[src/rtl/pba_pkg.sv]
package pba_pkg;
  localparam int unsigned NREQ_DEF = 5;

  function automatic int unsigned deny_bit(input int unsigned i);
    return 2 * i;
  endfunction

  function automatic int unsigned pref_bit(input int unsigned i);
    return 2 * i + 1;
  endfunction
endpackage

[src/rtl/pba_cfg_reg.sv]
module pba_cfg_reg #(
  parameter int unsigned N  = pba_pkg::NREQ_DEF,
  localparam int unsigned CW = 2 * N
) (
  input  logic          clk,
  input  logic          rst,
  input  logic          we,
  input  logic [CW-1:0] wdata,
  output logic [CW-1:0] q,
  output logic [N-1:0]  deny,
  output logic [N-1:0]  pref,
  output logic          bad
);
  function automatic logic [CW-1:0] mk_deny_mask();
    logic [CW-1:0] m;
    m = '0;
    for (int i = 0; i < int'(N) - 1; i++) m[pba_pkg::deny_bit(i)] = 1'b1;
    return m;
  endfunction

  function automatic logic [CW-1:0] mk_pref_mask();
    logic [CW-1:0] m;
    m = '0;
    for (int i = 0; i < int'(N); i++) m[pba_pkg::pref_bit(i)] = 1'b1;
    return m;
  endfunction

  localparam logic [CW-1:0] DENY_M = mk_deny_mask();
  localparam logic [CW-1:0] PREF_M = mk_pref_mask();
  localparam logic [CW-1:0] WR_M   = DENY_M | PREF_M;

  logic [N-1:0] wpref;
  logic         multi;

  for (genvar i = 0; i < int'(N); i++) begin : g_fields
    assign wpref[i] = wdata[2*i+1];
    assign pref[i]  = q[2*i+1];
    if (i < int'(N) - 1) begin : g_den
      assign deny[i] = q[2*i];
    end else begin : g_cpu
      assign deny[i] = 1'b0;
    end
  end

  assign multi = $countones(wpref) > 1;

  always_ff @(posedge clk) begin
    if (rst) begin
      q   <= DENY_M;
      bad <= 1'b0;
    end else begin
      bad <= we && multi;
      if (we) begin
        if (multi) q <= (q & PREF_M) | (wdata & DENY_M);
        else       q <= wdata & WR_M;
      end
    end
  end
endmodule

[src/rtl/pba_rr_pick.sv]
module pba_rr_pick #(
  parameter int unsigned N  = pba_pkg::NREQ_DEF,
  localparam int unsigned IW = $clog2(N)
) (
  input  logic [N-1:0]  elig,
  input  logic [IW-1:0] last,
  output logic          found,
  output logic [IW-1:0] idx
);
  int c;

  always_comb begin
    found = 1'b0;
    idx   = '0;
    c     = 0;
    for (int k = 1; k <= int'(N); k++) begin
      c = (int'(last) + k) % int'(N);
      if (!found && elig[c]) begin
        found = 1'b1;
        idx   = IW'(c);
      end
    end
  end
endmodule

[src/rtl/pref_bus_arbiter.sv]
module pref_bus_arbiter #(
  parameter int unsigned NUM_REQ = pba_pkg::NREQ_DEF,
  localparam int unsigned CW = 2 * NUM_REQ,
  localparam int unsigned IW = $clog2(NUM_REQ)
) (
  input  logic               clk,
  input  logic               rst,
  input  logic [NUM_REQ-1:0] req,
  output logic [NUM_REQ-1:0] gnt,
  input  logic               cfg_we,
  input  logic [CW-1:0]      cfg_wdata,
  output logic [CW-1:0]      cfg_rdata,
  output logic               cfg_bad_wr,
  output logic               pref_any,
  output logic               deny_any
);
  logic [NUM_REQ-1:0] deny, pref, elig, pref_hit;
  logic               owner_req, arb, pref_go, rr_found, any_elig;
  logic [IW-1:0]      rr_idx, p_idx, win_idx, last_q;
  logic               pref_turn_q;

  pba_cfg_reg #(.N(NUM_REQ)) u_cfg (
    .clk  (clk),
    .rst  (rst),
    .we   (cfg_we),
    .wdata(cfg_wdata),
    .q    (cfg_rdata),
    .deny (deny),
    .pref (pref),
    .bad  (cfg_bad_wr)
  );

  assign pref_any = |pref;
  assign deny_any = |deny;

  assign elig      = req & ~deny;
  assign any_elig  = |elig;
  assign owner_req = |(gnt & req);
  assign arb       = !owner_req;
  assign pref_hit  = pref & elig;
  assign pref_go   = pref_turn_q && (|pref_hit);

  always_comb begin
    p_idx = '0;
    for (int i = 0; i < int'(NUM_REQ); i++)
      if (pref_hit[i]) p_idx = IW'(i);
  end

  pba_rr_pick #(.N(NUM_REQ)) u_rr (
    .elig (elig),
    .last (last_q),
    .found(rr_found),
    .idx  (rr_idx)
  );

  assign win_idx = pref_go ? p_idx : rr_idx;

  always_ff @(posedge clk) begin
    if (rst) begin
      gnt         <= '0;
      pref_turn_q <= 1'b1;
      last_q      <= IW'(NUM_REQ - 1);
    end else if (arb) begin
      if (any_elig && (pref_go || rr_found)) begin
        gnt         <= NUM_REQ'(1) << win_idx;
        pref_turn_q <= !pref_turn_q;
        last_q      <= win_idx;
      end else begin
        gnt <= '0;
      end
    end
  end
endmodule

[config.mk]
export PLATFORM = sky130hd
export DESIGN_NAME = pref_bus_arbiter
export DESIGN_NICKNAME = d
export VERILOG_FILES = /design/src/rtl/pba_pkg.sv /design/src/rtl/pba_cfg_reg.sv /design/src/rtl/pba_rr_pick.sv /design/src/rtl/pref_bus_arbiter.sv
export SDC_FILE = /design/constraint.sdc
export NUM_CORES = 1
export LEC_CHECK = 0
export CAP_MARGIN = 5
export CELL_PAD_IN_SITES_DETAIL_PLACEMENT = 0
export CELL_PAD_IN_SITES_GLOBAL_PLACEMENT = 1
export CORE_MARGIN = 4
export CORE_UTILIZATION = 43
export CTS_CLUSTER_SIZE = 10
export DETAILED_ROUTE_END_ITERATION = 7
export GPL_TIMING_DRIVEN = 0
export PLACE_DENSITY = 0.85
export SLEW_MARGIN = 30
export SYNTH_ARGS = -nofsm -noshare
export SYNTH_HDL_FRONTEND = slang
export SYNTH_HIERARCHICAL = 1
export SYNTH_SLANG_ARGS = --single-unit
export TNS_END_PERCENT = 5
[constraint.sdc]
create_clock -name clk -period 5.5 [get_ports clk]
set_input_delay 0.825 -clock clk [delete_from_list [all_inputs] [get_ports clk]]
set_output_delay 0.825 -clock clk [all_outputs]
set_load 0.01 [all_outputs]
# --- Word-level counts from Yosys, hierarchy flattened ---
# Cells that the tools add are included.
word_totals:
  ff_bits: 20
  word_cells: 83
  inputBits: 18
  output_inout_bits: 18
classes:
  div: 5
  n_lt_le_gt_ge: 6
  shifts: 1
  n_addsub: 9
  muxes: 32
  n_reduce_logical: 19
  bitwise: 6
op_table:
  columns: ["op", "count"]
  rows:
  - ["$lt A32 B5 Y1 const B", 5]
  - ["$mod A32 B4 Y32 const B", 5]
  - ["$add A32 B1 Y32", 1]
  - ["$add A32 B32 Y32", 1]
  - ["$gt A32 B2 Y1 const B", 1]
  - ["$mux W3", 9]
  - ["$reduce_or A5 Y1", 4]
  - ["$mux W1", 16]
  - ["$and A5 B5 Y5", 3]
  - ["$bmux W1 S3", 5]
  - ["$mux W10", 1]
  - ["$or A10 B7 Y10", 1]
  - ["$add A3 B2 Y4 const B", 2]
  - ["$add A3 B3 Y4 const B", 2]
  - ["$logic_and A1 B1 Y1", 7]
  - ["$logic_not A1 Y1", 5]
  - ["$mux W5", 1]
  - ["$not A4 Y5", 1]
  - ["$shl A1 B3 Y5 const A", 1]
  - ["$add A1 B1 Y2", 2]
  - ["$add A3 B1 Y4 const B", 1]
  - ["$reduce_or A4 Y1", 1]
  - ["$reduce_and A2 Y1", 1]
  - ["$logic_or A1 B1 Y1", 1]
  - ["$not A1 Y1", 1]

# --- Logic depth before layout (Yosys ltp) ---
# Gate-level depths: netlist of run 1.
logic_depth:
  ltp_word: 21
  depth_mapped: 23
  depth_no_buf: 21

# --- Modules after synthesis ---
# Netlist of run 1, hierarchy kept.
by_module_without_submodules:
  columns: ["module", "seq_area_each_um2", "cells_each", "n_inst", "area_each_um2"]
  rows:
  - ["pba_rr_pick", 0.0, 230, 1, 1699.1]
  - ["pref_bus_arbiter", 180.2, 70, 1, 608.1]
  - ["pba_cfg_reg", 200.2, 59, 1, 570.5]

# --- Worst setup path before layout of run 1 ---
# No wires, ideal clock.
synth_timing:
  kind: "register -> register"
  start: "register last_q[1]"
  end: "register gnt[2]"
  path_stages_with_launch: 20
  arrival_ns: 4.580
  t_required_ns: 5.383
  synth_period_minus_slack_ns: 4.697
  path_buffers: 0
  setup_ns: 0.117
  path_slack_ns: 0.803
  cell_sequence: "dfxtp_1 > inv_1 > ha_1 > o21a_1 > a21oi_1 > xnor2_1 > ha_1 > fa_1 > nand3b_1 > a21o_1 > xnor2_1 > mux2_2 > o2bb2a_1 > and3_4 > and2_4 > nand2b_1 > or3_1 > o221a_4 > and3_4 > a32o_1"
synth_via:
  elab_chain_len: 21
  elab_cells_between_ends: 48
  classes_between: "add/sub: 5; div: 5; shift: 1; mux: 27; reduce/logical: 10"
synth_lines:
  columns: ["item", "line", "text"]
  rows:
  - ["start, declared", "pref_bus_arbiter.sv:19", "logic [IW-1:0] rr_idx, p_idx, win_idx, last_q;"]
  - ["start signal, assigned", "pref_bus_arbiter.sv:62", "last_q <= IW'(NUM_REQ - 1);"]
  - ["start signal, assigned", "pref_bus_arbiter.sv:67", "last_q <= win_idx;"]
  - ["$add A3 B1 Y4", "pba_rr_pick.sv:17", "c = (int'(last) + k) % int'(N);"]
  - ["$mod A32 B4 Y32", "pba_rr_pick.sv:17", null]
  - ["$bmux W1 S3", "pba_rr_pick.sv:18", "if (!found && elig[c]) begin"]
  - ["$mux W1 (not written as such) (2 in a row)", "pba_rr_pick.sv:18", null]
  - ["$mux W1", "pba_rr_pick.sv:18", null]
  - ["$logic_not A1 Y1", "pba_rr_pick.sv:18", null]
  - ["$logic_and A1 B1 Y1", "pba_rr_pick.sv:18", null]
  - ["$mux W1", "pba_rr_pick.sv:18", null]
  - ["[... 5 more ...]", null, null]
  - ["$mux W1", "pba_rr_pick.sv:18", null]
  - ["$logic_not A1 Y1", "pba_rr_pick.sv:18", null]
  - ["$logic_and A1 B1 Y1", "pba_rr_pick.sv:18", null]
  - ["$mux W1 (*)", "pba_rr_pick.sv:18", null]
  - ["net rr_found", "pref_bus_arbiter.sv:18", "logic owner_req, arb, pref_go, rr_found, any_elig;"]
  - ["$logic_or A1 B1 Y1 (*)", "pref_bus_arbiter.sv:64", "if (any_elig && (pref_go || rr_found)) begin"]
  - ["$logic_and A1 B1 Y1 (*)", "pref_bus_arbiter.sv:64", null]
  - ["$mux W5 (*)", "pref_bus_arbiter.sv:64", null]
  - ["end signal, assigned", "pref_bus_arbiter.sv:65", "gnt <= NUM_REQ'(1) << win_idx;"]
  - ["end, declared", "pref_bus_arbiter.sv:9", "output logic [NUM_REQ-1:0] gnt,"]
# The timed path passes the listed nets; every way through them passes the cells marked *. The select of a mux whose other input is x is not followed.
# A chain may end at the register's enable or synchronous reset.

# --- Worst setup path after layout of run 1 ---
layout_timing:
  start: "register last_q[0]"
  end: "register gnt[0]"
# The elaborated chain is that of the path after synthesis.

==> metrics.cfg, run 1 <==
[run_status]
outcome = finished clean

[finish]
final_cell_mix = clkdlybuf4s50_1, ha_1, inv_1, nand2_1, nor2_1
area_growth_pct = 18.4
final_area_um2 = 3410
num-nets-final = 448
multi_input_area_um2 = 2230
fin_util = 0.530
drive_gt1_frac = 0.163
diodes = 0
final_common_cell = clkdlybuf4s50_1
seqCellArea_um2 = 383
fillers = 630
stdcell_count = 477

[clock_tree]
clk_pin_slew_worst_paths_ns = 0.07
cts-root-buf = clkbuf_8
cts_tree = done
clk_latency_ns = 0.26
htreeDepth = 1
cts_sinks = 19
cts_buffers = 3
clk_path_buf_depth = 2
postCtsHoldBufs = 0

[setup_path]
crit_cells = 20
worst_r2r_path_depth = 20
crit_path_end_kind = flip-flop
max_stage_delay_ns = 0.55
cp-start-kind = flip-flop
crit_required_ns = 5.65
worstPathMaxFanout = 12
cp_common_cell = ha_1
cpLargestDelayFamily = simple AND/OR/NAND/NOR gates
worstReg2RegEnd = gnt[0]$_SDFFE_PP0N_
cp_slowest_cell = dfxtp_2
path_cells = clkinvlp_4 > ha_1 > buf_4 > inv_2 > ha_1 > inv_1 > ha_1 > nand4b_1 > o22ai_1 > a221oi_4 > mux2i_1 > a31oi_1 > nor3_2 > and3_4 > and2_4 > nand2b_1 > or3_1 > o221a_4 > nor3b_2 > a32o_1
r2r-start = last_q[0]$_SDFFE_PP0P_
r2r_slack_ns = 0.34
crit_buf_inv = 4
critPathKind = flip-flop to flip-flop
critical_path_arrival_ns = 5.31
crit_start = last_q[0]$_SDFFE_PP0P_
crit_end = gnt[0]$_SDFFE_PP0N_

[synthesis]
synthCells = 359
netlist_area_um2 = 2880
synth.avg_cell_area_um2 = 8.02
yosysWarnings = 6
synthTopCellsByArea = dfxtp_1, ha_1, buf_4
synthDistinctLibCells = 80
synth_top_area_cell = dfxtp_1
yosys_most_used_dff = dfxtp_1
ys_ff_latch = 19
synth_top_cell_area_share = 0.132
synth-edff-count = 0
postSynth.asyncResetShare = 0
seq_area_frac_synth = 0.132

[global_route]
grt-ovfl-total = 0
antenna_found_initial = 0
grt_pass1_vias = 2589
grt_pass1_wl_um = 12500
grt_max_degree = 13
groute.usage.overall = 0.180

[drt]
wirelength_um = 7380
drc = 0
initialDrtViolationCount = 196
ant_nets = 0
dr_total_vias = 2761
drtPass1Iterations = 6
wl_per_cell_um = 15.5
avgViaCountPerCell = 5.79

[sta]
slew_violations = 0
setup_tns_ns = 0
rsz0062_at_grt = no
relSlewSlack = 0.536
min_period_ns = 5.16
worstMarginPinSlew_ns = 0.695
final-setup-viol-count = 0
hold_violations = 0
post-route-period-util = 0.938
clock-skew-final_ns = 0.00287
fmax_mhz = 194

[power_and_ir_drop]
power.density_nw_per_um2 = 566
cellLeakagePower_nw = 1.37
ir_drop_v = 0.000381
p_total_mw = 1.93

[die]
top_level_ports = 36
die_w_um = 89.8
coreArea_um2 = 6420
start_util = 0.448
row_count = 29
die_h_um = 89.8
die_area_um2 = 8060

[placed_design]
dp.cells = 469
dpl_cell_area_um2 = 3300
dp_hpwl_um = 5680
globalplace.congestion = 0.845
io_buffers = 32

[hold_path]
hold_path_class = flip-flop to flip-flop

[flow_run]
max_cap_viol_count = 0

## layout make-up
class / instances / area share
tap: 77 / 0.0283
clock buffer: 4 / 0.0132
buffer: 26 / 0.0536
timing repair buffer: 36 / 0.103
multi-input combinational: 287 / 0.656
sequential: 19 / 0.112
inverter: 28 / 0.0338
## registers in the layout, indices dropped and copies added (netlist names)
register	flops
u_cfg/bad	1
gnt	5
pref_turn_q	1
last_q	3
u_cfg/q	9
## per-stage QoR
step / hold WS, ns / worst slack [ns]
floorplan: 0.475 / 0.803
global placement: 0.493 / 0.0664
detailed placement: 0.487 / -0.0125
CTS: 0.508 / 0.246
global route: 0.526 / 0.0115
finish: 0.507 / 0.343
## layer usage
metal / global-route usage / wire length (um) / up-vias
met1: 0.247 / 3440 / 1273
met3: 0.0134 / 303 / 8
met4: 0.0485 / 108 / 0
li1: - / - / 1394
met2: 0.305 / 3530 / 86
met5: 0 / 0 / -
## how the worst min path moves through the flow
stage                                       start                 endpoint  slack (ns)  cells after the start
after global placement        gnt[2]$_SDFFE_PP0N_      gnt[2]$_SDFFE_PP0N_        0.49                      1
after CTS                     gnt[2]$_SDFFE_PP0N_      gnt[2]$_SDFFE_PP0N_        0.51                      1
after floorplan           u_cfg/q[1]$_SDFFE_PP0P_  u_cfg/q[1]$_SDFFE_PP0P_        0.48                      2
final                         gnt[2]$_SDFFE_PP0N_      gnt[2]$_SDFFE_PP0N_        0.51                      1
after detailed placement      gnt[2]$_SDFFE_PP0N_      gnt[2]$_SDFFE_PP0N_        0.49                      1
after global routing          gnt[2]$_SDFFE_PP0N_      gnt[2]$_SDFFE_PP0N_        0.53                      1
## synthesized netlist by cell type, types with 3 or more instances
cell	instances
o211ai_1	6
nand3b_1	10
xnor2_1	8
o21a_1	5
o21ai_0	13
and3_1	5
buf_4	14
a211oi_1	5
nor4b_1	3
buf_6	4
dfxtp_1	19
nor2_1	22
nor3_1	9
ha_1	27
a32o_1	7
a31oi_1	5
o31ai_1	3
nor2b_1	9
inv_1	25
nand2_1	23
nand3_1	7
a211o_2	4
a311oi_1	3
clkbuf_1	6
o22ai_1	3
mux2_2	4
nand2b_1	15
a21oi_1	20
mux2i_1	9
## cells by family (layout without fill, tap and decap cells)
kind of cell | count (synthesis) | in the layout | synth area share
xor+xnor | 11 | 11 | 0.0426
simple gates | 131 | 131 | 0.270
flops | 19 | 19 | 0.132
fa+ha+maj | 29 | 29 | 0.131
other cells | 1 | 2 | 0.00130
compound gates | 99 | 99 | 0.257
buf+inv | 54 | 94 | 0.102
mux | 15 | 15 | 0.0639
## where the power goes
group / total (mW) / switching, mW / internal [mW]
combinational: 1.62 / 0.900 / 0.721
clock: 0.0985 / 0.0469 / 0.0516
sequential: 0.209 / 0.0413 / 0.167
## timing repair
item / 4_1_cts / 5_1_grt
endpoints found under the setup margin: 5 / 8
pin swaps: 0 / 1
resized for setup: 1 / 7
buffers inserted: 0 / 4
Power figures use the tool's default switching activity.
==> inputs of run 2 (changes only) <==
--- a/config.mk
+++ b/config.mk
@@ -8,8 +8,10 @@
 export CAP_MARGIN = 5
 export CELL_PAD_IN_SITES_DETAIL_PLACEMENT = 0
 export CELL_PAD_IN_SITES_GLOBAL_PLACEMENT = 1
+export CORE_ASPECT_RATIO = 0.5
 export CORE_MARGIN = 4
 export CORE_UTILIZATION = 43
+export CTS_BUF_LIST = sky130_fd_sc_hd__clkbuf_8
 export CTS_CLUSTER_SIZE = 10
 export DETAILED_ROUTE_END_ITERATION = 7
 export GPL_TIMING_DRIVEN = 0
==> run 2 against run 1 <==
Effect of this change: routed wire length increased by 2.5%; clock power increased by 5%; count of clock-buffer cells in the layout decreased by 1; final cell count increased by 1.5%; critical path type unchanged; utilization increased by 0.84 points; sequential share of layout area increased by 0.11 points; cell area decreased by 0.66%; register-to-register slack got worse by 0.10 ns; maximum frequency decreased by 2.0%.
==> metrics.cfg, run 2 (synthesis results as in run 1) <==
[power_and_ir_drop]
cellLeakagePower_nw = 1.35  ; -1.3%
ir_drop_v = 0.000245  ; -36%
p_clk_frac = 0.053  ; +0.002
power.density_nw_per_um2 = 574  ; +1.4%
switching_share = 0.524  ; +0.0120
p_int_mw = 0.924  ; -1.7%
pwr-share-comb = 0.839  ; -0.002
seqPwrFrac = 0.108  ; about the same
switching_power_mw = 1.02  ; +3.1%

[global_route]
grt-ovfl-total = 0  ; unchanged
groute.usage.overall = 0.190  ; +0.0102
grt_pass1_wl_um = 12800  ; +2.4%
grt_max_degree = 13  ; unchanged
grt_pass1_vias = 2723  ; +5.2%
antenna_found_initial = 0  ; unchanged

[finish]
stdcell_count = 484  ; +1.5%
fillers = 600  ; -4.8%
drive_gt1_frac = 0.154  ; -0.00846
diodes = 0  ; unchanged
largest_registers = u_cfg/q x9, gnt x5, last_q x3
largest_reg_flops = 9  ; unchanged
largest_register = u_cfg/q
final_area_um2 = 3380  ; -0.66%
area_growth_pct = 17.6
final_cell_mix = clkdlybuf4s50_1, ha_1, inv_1, nand2_1, nor2_1
num-nets-final = 444  ; -0.89%
final_common_cell = clkdlybuf4s50_1

[hold_path]
hold_path_class = flip-flop to flip-flop

[sta]
relSlewSlack = 0.508  ; -0.0274
min_period_ns = 5.26  ; +0.104 ns
worstMarginPinSlew_ns = 0.736  ; +0.0410 ns
fmax_mhz = 190  ; -2.0%
rsz0062_at_grt = no
post-route-period-util = 0.956  ; +0.0188
hold_violations = 0  ; unchanged
timing.final.ws_setup_ns = 0.240  ; -0.104 ns
clock-skew-final_ns = 0.00956  ; +0.00669 ns
final-setup-viol-count = 0  ; unchanged
slew_violations = 0  ; unchanged
setup_tns_ns = 0  ; unchanged

[die]
row_count = 20  ; -31%
die_h_um = 65.8  ; -27%
start_util = 0.458  ; +0.0101
coreArea_um2 = 6280  ; -2.2%
die_area_um2 = 8140  ; +0.99%
top_level_ports = 36  ; unchanged
die_w_um = 124  ; +38%

[drt]
initialDrtViolationCount = 205  ; +4.6%
drtPass1Iterations = 5  ; -1
drc = 0  ; unchanged
wirelength_um = 7570  ; +2.5%
wl_per_cell_um = 15.6  ; +1.0%
dr_total_vias = 2817  ; +2.0%
ant_nets = 0  ; unchanged
avgViaCountPerCell = 5.82  ; +0.55%

[placed_design]
dpl_cell_area_um2 = 3310  ; +0.42%
io_buffers = 32  ; unchanged
globalplace.congestion = 0.870  ; +2.9%
dp_hpwl_um = 5860  ; +3.3%
preCtsSetupSlack_ns = 0.0471  ; +0.0596 ns
dp.cells = 480  ; +2.3%

[run_status]
outcome = finished clean

[clock_tree]
clk_pin_slew_worst_paths_ns = 0.08  ; about the same
clk_path_buf_depth = 2  ; unchanged
cts_setup_buffers = 0  ; unchanged
cts_tree = done
cts-root-buf = clkbuf_8
cts_buffers = 3  ; unchanged
clk_latency_ns = 0.26  ; about the same
htreeDepth = 1  ; unchanged
cts_sinks = 19  ; unchanged

[setup_path]
crit_path_end_kind = flip-flop
critPathKind = flip-flop to flip-flop
cp-start-kind = flip-flop
cp_slowest_cell = dfxtp_2
worst_r2r_path_depth = 20  ; unchanged
critical_path_arrival_ns = 5.42  ; +0.11 ns
worstReg2RegEnd = gnt[4]$_SDFFE_PP0N_
cp_common_cell = ha_1
crit_required_ns = 5.66  ; about the same
r2r_slack_ns = 0.24  ; -0.10 ns
r2r-start = last_q[0]$_SDFFE_PP0P_
crit_end = gnt[4]$_SDFFE_PP0N_
path_cells = inv_1 > ha_1 > buf_4 > inv_2 > ha_1 > inv_1 > ha_1 > nand4b_1 > o22ai_1 > a221oi_4 > mux2i_1 > a31oi_1 > nor3_2 > and3_4 > and2_4 > nand2b_1 > or3_1 > o221a_4 > nor3b_2 > a32o_1
crit_start = last_q[0]$_SDFFE_PP0P_
max_stage_delay_ns = 0.52  ; -0.03 ns
worstPathMaxFanout = 12  ; unchanged

[flow_run]
max_cap_viol_count = 0  ; unchanged

run 2: worst min path at each step:
stage | start | endpoint | cells past startpoint
floorplan | u_cfg/q[1]$_SDFFE_PP0P_ | u_cfg/q[1]$_SDFFE_PP0P_ | 2
global placement | gnt[0]$_SDFFE_PP0N_ | gnt[0]$_SDFFE_PP0N_ | 1
detailed placement | gnt[0]$_SDFFE_PP0N_ | gnt[0]$_SDFFE_PP0N_ | 1
CTS | gnt[0]$_SDFFE_PP0N_ | gnt[0]$_SDFFE_PP0N_ | 1
global route | gnt[2]$_SDFFE_PP0N_ | gnt[2]$_SDFFE_PP0N_ | 1
finish | gnt[0]$_SDFFE_PP0N_ | gnt[0]$_SDFFE_PP0N_ | 1
run 2: timing repair:
action / CTS / global route
setup endpoints to repair: 0 / 9
gates resized for setup: 0 / 7
hold buffers: 0 / 0
run 2: layout make-up:
cell class / count / area [um2] / share of cell area
Clock buffer: 3 / 41.3 / 0.0122
Multi-Input combinational cell: 287 / 2230 / 0.658
Sequential cell: 19 / 384 / 0.113
Tap cell: 88 / 110 / 0.0325
Buffer: 26 / 183 / 0.0540
Inverter: 28 / 111 / 0.0329
Clock inverter: 1 / 7.51 / 0.00222
Timing Repair Buffer: 32 / 320 / 0.0946
run 2: stage by stage:
| stage | hold slack, ns | util | power [mW] |
|---|---|---|---|
| after CTS | 0.512 | 0.535 | 1.90 |
| after global placement | 0.481 | 0.527 | 1.74 |
| final | 0.516 | 0.539 | 1.94 |
| after detailed placement | 0.493 | 0.527 | 1.79 |
| after global routing | 0.547 | 0.539 | 2.12 |
| after floorplan | 0.475 | - | 1.44 |
run 2: worst max-delay path, delay by kind of cell, from the launching register on:
family	cells	cell delay, ns
fa+ha+maj	3	0.87
compound gates	5	1.24
buf+inv	4	0.64
mux	1	0.30
simple gates	7	1.57
flops	1	0.52
run 2: routing by layer:
layer | track usage | up-vias | part of all wire
met3 | 0.0179 | 4 | 0.055
met2 | 0.323 | 104 | 0.45
met4 | 0.0290 | 0 | 0.0033
met5 | 0 | - | 0
met1 | 0.266 | 1326 | 0.50
li1 | - | 1383 | -
run 2: power by group through the flow:
stage               clock (mW)  combinational [mW]  sequential [mW]
finish                   0.103                1.63            0.210
global route             0.111                1.79            0.215
CTS                      0.104                1.58            0.208
detailed placement           0                1.57            0.211
global placement             0                1.53            0.208
floorplan                    0                1.24            0.203
==> inputs of run 3 (changes only) <==
--- a/config.mk
+++ b/config.mk
@@ -9,7 +9,7 @@
 export CELL_PAD_IN_SITES_DETAIL_PLACEMENT = 0
 export CELL_PAD_IN_SITES_GLOBAL_PLACEMENT = 1
 export CORE_ASPECT_RATIO = 0.5
-export CORE_MARGIN = 4
+export CORE_MARGIN = 2
 export CORE_UTILIZATION = 43
 export CTS_BUF_LIST = sky130_fd_sc_hd__clkbuf_8
 export CTS_CLUSTER_SIZE = 10
==> run 3 against run 2 <==
Effect of this change: register-to-register slack improved by 0.07 ns; critical path type unchanged; cell area is 0.55% higher; die area fell by 9.1%; sequential cell count stayed put; hold slack lost 0.0023 ns; critical path depth did not move; largest cell class unchanged; highest routed layer unchanged.
==> metrics.cfg, run 3 (synthesis results as in run 1) <==
[drt]
drtPass1Iterations = 5  ; unchanged
ant_nets = 0  ; unchanged
initialDrtViolationCount = 171  ; -17%
wl_per_cell_um = 15.2  ; -2.9%
drc = 0  ; unchanged
avgViaCountPerCell = 5.68  ; -2.3%
dr_total_vias = 2791  ; -0.92%
wirelength_um = 7450  ; -1.5%

[global_route]
grt_max_degree = 13  ; unchanged
groute.usage.overall = 0.202  ; +0.0114
antenna_found_initial = 0  ; unchanged
grt-ovfl-total = 0  ; unchanged
grt_pass1_wl_um = 12100  ; -5.6%
grt_pass1_vias = 2528  ; -7.2%

[power_and_ir_drop]
cellLeakagePower_nw = 1.36  ; +0.57%
power.density_nw_per_um2 = 572  ; -0.34%
ir_drop_v = 0.000270  ; +11%

[finish]
num-nets-final = 447  ; +0.68%
largest_registers = u_cfg/q x9, gnt x5, last_q x3
final_area_um2 = 3400  ; +0.55%
drive_gt1_frac = 0.165  ; +0.0114
final_common_cell = clkdlybuf4s50_1
largest_reg_flops = 9  ; unchanged
area_growth_pct = 18.3
diodes = 0  ; unchanged
final_cell_mix = clkdlybuf4s50_1, ha_1, inv_1, nand2_1, nor2_1
largest_register = u_cfg/q

[sta]
clock-skew-final_ns = 0.00835  ; -0.00121 ns
worstMarginPinSlew_ns = 0.771  ; +0.0348 ns
min_period_ns = 5.19  ; -0.0700 ns
final-setup-viol-count = 0  ; unchanged
fmax_mhz = 193  ; +1.3%
slew_violations = 0  ; unchanged
setup_tns_ns = 0  ; unchanged
post-route-period-util = 0.944  ; -0.0127
hold_violations = 0  ; unchanged
relSlewSlack = 0.485  ; -0.0233

[die]
die_h_um = 61.8  ; -6.1%
top_level_ports = 36  ; unchanged
die_w_um = 120  ; -3.2%
coreArea_um2 = 6570  ; +4.6%
row_count = 21  ; +5.0%
die_area_um2 = 7400  ; -9.1%
start_util = 0.438  ; -0.0201

[setup_path]
crit_path_end_kind = flip-flop
max_stage_delay_ns = 0.42  ; -0.10 ns
critical_path_arrival_ns = 5.35  ; -0.07 ns
cp_slowest_cell = dfxtp_2
worstPathMaxFanout = 9  ; -3
path_cells = buf_6 > inv_1 > ha_1 > o21a_1 > a21oi_1 > xnor2_1 > ha_1 > fa_1 > nand3b_1 > a21o_1 > xnor2_1 > mux2_2 > o2bb2a_1 > and3_4 > and2_4 > nand2b_1 > or3_1 > o221a_4 > nor3b_2 > a32o_1
crit_buf_inv = 2  ; -2
crit_required_ns = 5.66  ; about the same
cpLargestDelayFamily = compound AO/OA/AOI/OAI gates
cp-start-kind = flip-flop
worst_r2r_path_depth = 20  ; unchanged
crit_cells = 20  ; unchanged
critPathKind = flip-flop to flip-flop

[clock_tree]
cts_tree = done
cts_sinks = 19  ; unchanged
clk_path_buf_depth = 2  ; unchanged
cts-root-buf = clkbuf_8
clk_pin_slew_worst_paths_ns = 0.08  ; about the same
cts_buffers = 3  ; unchanged
clk_latency_ns = 0.26  ; about the same
postCtsHoldBufs = 0  ; unchanged
htreeDepth = 1  ; unchanged

[flow_run]
max_cap_viol_count = 0  ; unchanged

[run_status]
outcome = finished clean

[hold_path]
hold_path_class = flip-flop to flip-flop
min_path_cells = 1  ; unchanged

[placed_design]
globalplace.congestion = 0.948  ; +9.0%
dp_hpwl_um = 5780  ; -1.4%
dpl_cell_area_um2 = 3320  ; +0.15%
io_buffers = 32  ; unchanged

## run 3: changes by cell type in the layout (fill, tap and decap cells not counted), sizes merged
cell / delta
buf: +3
clkinv: +1
inv: -1
## run 3: timing repair
item | 4_1_cts | 5_1_grt
setup endpoints to repair | 0 | 9
buffers inserted | 0 | 3
resized for setup | 0 | 8
## run 3: per-layer routing
metal,share of wire,track usage,up-vias
li1,-,-,1385
met1,0.49,0.271,1315
met2,0.44,0.358,83
met3,0.058,0.0283,8
met4,0.0079,0.0420,0
met5,0,0,-
## run 3: area by class of cell
type                            count  area [um2]
Tap cell                           92         115
Multi-Input combinational cell    287        2220
Buffer                             26         183
Inverter                           28         115
Timing Repair Buffer               35         343
Fill cell                         651        3170
Sequential cell                    19         384
Clock inverter                      1        5.00
Clock buffer                        3        41.3
## run 3: power by group
| part | total [mW] | internal, mW | leakage, nW | switching [mW] |
|---|---|---|---|---|
| Combinational | 1.64 | 0.711 | 1.18 | 0.925 |
| Sequential | 0.211 | 0.168 | 0.156 | 0.0430 |
| Clock | 0.0999 | 0.0505 | 0.0255 | 0.0494 |
| Total | 1.95 | 0.930 | 1.36 | 1.02 |
## run 3: worst paths after layout
path                     startpoint                   to  slack (ns)
max          last_q[2]$_SDFFE_PP1P_  gnt[1]$_SDFFE_PP0N_        0.31
min             gnt[1]$_SDFFE_PP0N_  gnt[1]$_SDFFE_PP0N_        0.51
max reg2reg  last_q[2]$_SDFFE_PP1P_  gnt[1]$_SDFFE_PP0N_        0.31
min reg2reg     gnt[1]$_SDFFE_PP0N_  gnt[1]$_SDFFE_PP0N_        0.51
## run 3: stage by stage
step | hold slack [ns] | power, mW | setup WS, ns | instances | utilization
finish | 0.513 | 1.95 | 0.309 | 491 | 0.518
global route | 0.536 | 2.14 | -0.00151 | 491 | 0.518
global placement | 0.487 | 1.74 | 0.148 | 484 | 0.505
floorplan | 0.475 | 1.44 | 0.803 | 360 | -
detailed placement | 0.494 | 1.79 | 0.0468 | 484 | 0.505
CTS | 0.517 | 1.90 | 0.0166 | 488 | 0.512
